`config.mk`:
```
export PLATFORM = sky130hd
export DESIGN_NAME = alarm_match_unit
export DESIGN_NICKNAME = d
export VERILOG_FILES = /design/src/rtl/alarm_match_pkg.sv /design/src/rtl/alarm_match_datapath.sv /design/src/rtl/alarm_match_control.sv /design/src/rtl/alarm_match_unit.sv
export SDC_FILE = /design/constraint.sdc
export NUM_CORES = 1
export LEC_CHECK = 0
export BUFFER_PORTS_ARGS = -buffer_cell sky130_fd_sc_hd__buf_2
export CORE_MARGIN = 1.5
export CORE_UTILIZATION = 45
export DETAILED_ROUTE_END_ITERATION = 7
export PLACE_DENSITY_LB_ADDON = 0.05
export SYNTH_ARGS = -nofsm -noshare
export SYNTH_HDL_FRONTEND = slang
export SYNTH_SLANG_ARGS = --single-unit
```
`constraint.sdc`:
```
create_clock -name clk -period 1.86 [get_ports clk]
set_clock_uncertainty 0.05 [all_clocks]
set_input_delay 0.186 -clock clk [delete_from_list [all_inputs] [get_ports clk]]
set_output_delay 0.186 -clock clk [all_outputs]
set_load 0.05 [all_outputs]
```
`src/rtl/alarm_match_pkg.sv`:
```
package alarm_match_pkg;

  // Number of compared time fields: seconds, minutes, hours.
  localparam int NUM_FIELDS = 3;
  localparam int SEL_W      = 2;

  localparam int SEC_IDX  = 0;
  localparam int MIN_IDX  = 1;
  localparam int HOUR_IDX = 2;

  // Strobes sent from the control to the datapath.
  typedef struct packed {
    logic [NUM_FIELDS-1:0] loadField;  // one-hot register load
    logic                  evalNow;    // take the comparison this cycle
  } ctrlStrobes_t;

endpackage

```
`src/rtl/alarm_match_datapath.sv`:
```
module alarm_match_datapath
  import alarm_match_pkg::*;
#(
  parameter int FIELD_W = 8,
  parameter int MASK_POS = FIELD_W - 1,
  parameter logic [FIELD_W-1:0] FULL_CMP = 8'h7F,
  parameter logic [FIELD_W-1:0] HOUR_CMP = 8'h3F
) (
  input  logic                          clk,
  input  logic                          rstN,
  input  ctrlStrobes_t                  strobes,
  input  logic [FIELD_W-1:0]            wrData,
  input  logic [NUM_FIELDS*FIELD_W-1:0] timeFlat,
  output logic                          hitNow
);

  logic [NUM_FIELDS-1:0] fieldOk;

  for (genvar f = 0; f < NUM_FIELDS; f++) begin : g_field
    localparam logic [FIELD_W-1:0] CMP_BITS = (f == HOUR_IDX) ? HOUR_CMP : FULL_CMP;

    logic [FIELD_W-1:0] alarmReg;
    logic [FIELD_W-1:0] diffBits;
    logic               maskBit;
    logic               valueEq;

    always_ff @(posedge clk) begin
      if (!rstN) begin
        alarmReg <= '0;
      end else if (strobes.loadField[f]) begin
        alarmReg <= wrData;
      end
    end

    always_comb begin
      diffBits = (alarmReg ^ timeFlat[f*FIELD_W +: FIELD_W]) & CMP_BITS;
      valueEq  = (diffBits == '0);
      maskBit  = alarmReg[MASK_POS];
      fieldOk[f] = maskBit | valueEq;
    end
  end

  assign hitNow = strobes.evalNow & (&fieldOk);

endmodule

```
`src/rtl/alarm_match_control.sv`:
```
module alarm_match_control
  import alarm_match_pkg::*;
(
  input  logic             clk,
  input  logic             rstN,
  input  logic             secTick,
  input  logic             wrEn,
  input  logic [SEL_W-1:0] wrSel,
  input  logic             flagRead,
  input  logic             irqEnable,
  input  logic             hitNow,
  output ctrlStrobes_t     strobes,
  output logic             alarmFlag,
  output logic             alarmIrq
);

  logic flagQ;

  always_comb begin
    strobes.evalNow = secTick;
    for (int f = 0; f < NUM_FIELDS; f++) begin
      strobes.loadField[f] = wrEn && (wrSel == SEL_W'(f));
    end
  end

  // A set in the same cycle as an acknowledge takes priority.
  always_ff @(posedge clk) begin
    if (!rstN) begin
      flagQ <= 1'b0;
    end else if (hitNow) begin
      flagQ <= 1'b1;
    end else if (flagRead) begin
      flagQ <= 1'b0;
    end
  end

  assign alarmFlag = flagQ;
  assign alarmIrq  = flagQ & irqEnable;

endmodule

```
`src/rtl/alarm_match_unit.sv`:
```
module alarm_match_unit
  import alarm_match_pkg::*;
#(
  parameter int FIELD_W = 8
) (
  input  logic               clk,
  input  logic               rstN,
  input  logic               secTick,
  input  logic [FIELD_W-1:0] curSec,
  input  logic [FIELD_W-1:0] curMin,
  input  logic [FIELD_W-1:0] curHour,
  input  logic               wrEn,
  input  logic [SEL_W-1:0]   wrSel,
  input  logic [FIELD_W-1:0] wrData,
  input  logic               flagRead,
  input  logic               irqEnable,
  output logic               alarmFlag,
  output logic               alarmIrq
);

  ctrlStrobes_t                  strobes;
  logic                          hitNow;
  logic [NUM_FIELDS*FIELD_W-1:0] timeFlat;

  assign timeFlat = {curHour, curMin, curSec};

  alarm_match_control u_ctrl (
    .clk       (clk),
    .rstN      (rstN),
    .secTick   (secTick),
    .wrEn      (wrEn),
    .wrSel     (wrSel),
    .flagRead  (flagRead),
    .irqEnable (irqEnable),
    .hitNow    (hitNow),
    .strobes   (strobes),
    .alarmFlag (alarmFlag),
    .alarmIrq  (alarmIrq)
  );

  alarm_match_datapath #(
    .FIELD_W (FIELD_W)
  ) u_dp (
    .clk      (clk),
    .rstN     (rstN),
    .strobes  (strobes),
    .wrData   (wrData),
    .timeFlat (timeFlat),
    .hitNow   (hitNow)
  );

endmodule

```
==> results.cfg <==
[routing]
via_per_inst = 4.85
drt-initial-drc-count = 7
drt-total-wl_um = 2180
dr.pass1.iters = 4
drtAntennaViolNets = 0
drc = 0
via_count = 859
post_drt_wl_per_cell_um = 12.3

[global_routing]
grt_antenna_before_repair = 0
grt-ovfl-total = 0
grt_pass1_wl_um = 3410
grt_pass1_vias = 742
grt_usage_pct = 17.2
grt_max_degree = 26

[synth]
synth_area_mm2 = 0.00115
yosys_register_bits = 24
synth-simple-area-share_pct = 18.2
synth_mux_area_share_pct = 20.0
ys_warn_count = 0
synth_compound_area_share_pct = 2.72
ys_seq_area_share_pct = 41.8
synth-xor-area-share_pct = 15.3
synthCells = 109
synth_top_family_by_area = multiplexers
synth_fp_nets = 149
synth.distinct_cells = 16
synth-adder-area-share_pct = 0
syn_area_per_cell_um2 = 10.5

[cts]
htreeDepth = 1
cts_buffers = 3
root_buffer = clkbuf_4
cts_hold_buf = 0
clk_pin_slew_ns = 0.13
cts_tree = built
clock_path_buffers = 2
ctsResizeCount = 0
cts_sinks = 24
clk_latency_ns = 0.32
cts_setup_buffers = 0

[flow_run]
maxCapViolCount = 0

[place]
post-place-cells = 173
io_buffers = 37
gp_congestion = 0.737
dpl_cell_area_mm2 = 0.00136
post-dp-hpwl_um = 1700
preCtsSetupSlack_ns = 0.508

[sta]
rsz0062_at_grt = false
fin_ws_ns = 0.507
slew_headroom_pct = 61.9
finalCritPeriodShare_pct = 72.7
timing.fmax_ghz = 0.739
worst_slew_pin_slew_ns = 0.570
final-setup-viol-count = 0
tns_ns = 0
hold_violations = 0
slew_viol_final = 0
finalCriticalPeriod_ns = 1.35

[setup_path]
cp.required_ns = 2.06
crit_path_cell_trace = xor2_1 -> nor4_1 -> a41oi_1 -> o31ai_1
cp_slowest_stage_delay_ns = 0.34
path_buf_inv = 0
critPathLaunchType = flop
endpoint_kind = flop
crit_slowest_cell = dfxtp_1
path_class = flop to flop
worstPathMaxFanout = 2
critical_path.top_delay_family = compound AO/OA/AOI/OAI gates
crit_arrival_ns = 1.55

[power_and_ir_drop]
power_density_mw_per_mm2 = 680
p_leak_nw = 0.675
ir_drop_mv = 0.458

[layout]
nFillCells = 229
final_cell_area_mm2 = 0.00140
diodes = 0
syn2layout_area_growth_pct = 21.9
num-nets-final = 188
drive_gt1_share_pct = 29.3
final_cell_count_no_fill = 177

[floorplanning]
die-area_mm2 = 0.00286
rows = 18
core_mm2 = 0.00245
initial_core_util_pct = 46.8
pin_count = 42
fp.dieW_um = 53.5
die_y_um = 53.5

[hold_path]
holdCritPathClass = primary input to flop

[status]
status = complete, no violations
path summary, 6_finish.rpt:
| path | from | end | slack (ns) | depth (start not counted) |
|---|---|---|---|---|
| hold reg to reg | u_ctrl.alarmFlag$_SDFFE_PN0P_ | u_ctrl.alarmFlag$_SDFFE_PN0P_ | 0.47 | 2 |
| hold / removal | flagRead | u_ctrl.alarmFlag$_SDFFE_PN0P_ | 0.08 | 3 |
| setup reg to reg | u_dp.g_field[0].alarmReg[1]$_SDFFE_PN0P_ | u_ctrl.alarmFlag$_SDFFE_PN0P_ | 0.51 | 4 |
| setup / recovery | u_dp.g_field[0].alarmReg[1]$_SDFFE_PN0P_ | u_ctrl.alarmFlag$_SDFFE_PN0P_ | 0.51 | 4 |
flip-flops by register name, indices dropped and copies added (netlist names):
signal	cells
u_ctrl.alarmFlag	1
u_dp.g_field.alarmReg	23
kinds of logic after synthesis:
kind of cell | after synthesis
simple gates | 33
mux | 23
xor+xnor | 20
compound gates | 4
flops | 24
buf+inv | 5
area by class of cell:
cell class	instances	area, um2	share of cell area, %
well taps	30	37.5	2.68
clock buffers	4	36.3	2.59
multi-input cells	80	646	46.1
flip-flops and latches	24	480	34.3
repair buffers	39	200	14.3
synth_stat cells (all sizes together):
library cell | instances | area share [%]
mux2i | 23 | 20
nor3b | 1 | 0.65
a31oi | 1 | 0.55
a41oi | 1 | 0.76
and2 | 1 | 0.55
nor4 | 4 | 2.2
nor2b | 23 | 13
xnor2 | 5 | 3.8
o31ai | 1 | 0.65
a32oi | 1 | 0.76
nand3b | 3 | 2.0
nand2 | 1 | 0.33
clkbuf | 2 | 0.65
buf | 3 | 1.3
dfxtp | 24 | 42
xor2 | 15 | 11
routing by layer:
| layer | GRT usage, % | routed length (um) |
|---|---|---|
| met5 | 0 | 0 |
| met4 | 5.13 | 21 |
| met1 | 22.6 | 1060 |
| met3 | 5.93 | 120 |
| met2 | 26.5 | 974 |
metrics by stage:
| step | hold WS, ns | utilization [%] | power, mW |
|---|---|---|---|
| after detailed placement | 0.424 | 55.6 | 0.692 |
| final | 0.0804 | 57.0 | 0.952 |
| after CTS | 0.0789 | 57.0 | 0.960 |
| after global placement | 0.412 | 55.6 | 0.688 |
| after floorplan | 0.264 | - | 0.628 |
| after global routing | 0.0909 | 57.0 | 1.00 |
power breakdown:
part / internal, mW / switching (mW) / leakage (nW) / total [mW]
Clock: 0.120 / 0.153 / 0.0210 / 0.273
Combinational: 0.0766 / 0.0599 / 0.459 / 0.136
Sequential: 0.531 / 0.0113 / 0.195 / 0.542
Total: 0.727 / 0.225 / 0.675 / 0.952
worst register-to-register path, cell delays in order (launching register included):
cell and delay [ns]:
dfxtp_1 0.34, xor2_1 0.15, nor4_1 0.31, a41oi_1 0.19
o31ai_1 0.24
cell usage in the layout (no fill, tap or decap), types with 2 or more instances in the layout:
master	netlist	routed
nor2b_1	23	23
clkbuf_4	0	3
nor4_1	4	4
mux2i_1	23	23
buf_2	3	37
dfxtp_1	24	24
xnor2_1	5	5
buf_4	0	2
nand3b_1	3	3
xor2_1	15	15
(Power assumes the default switching activity.)
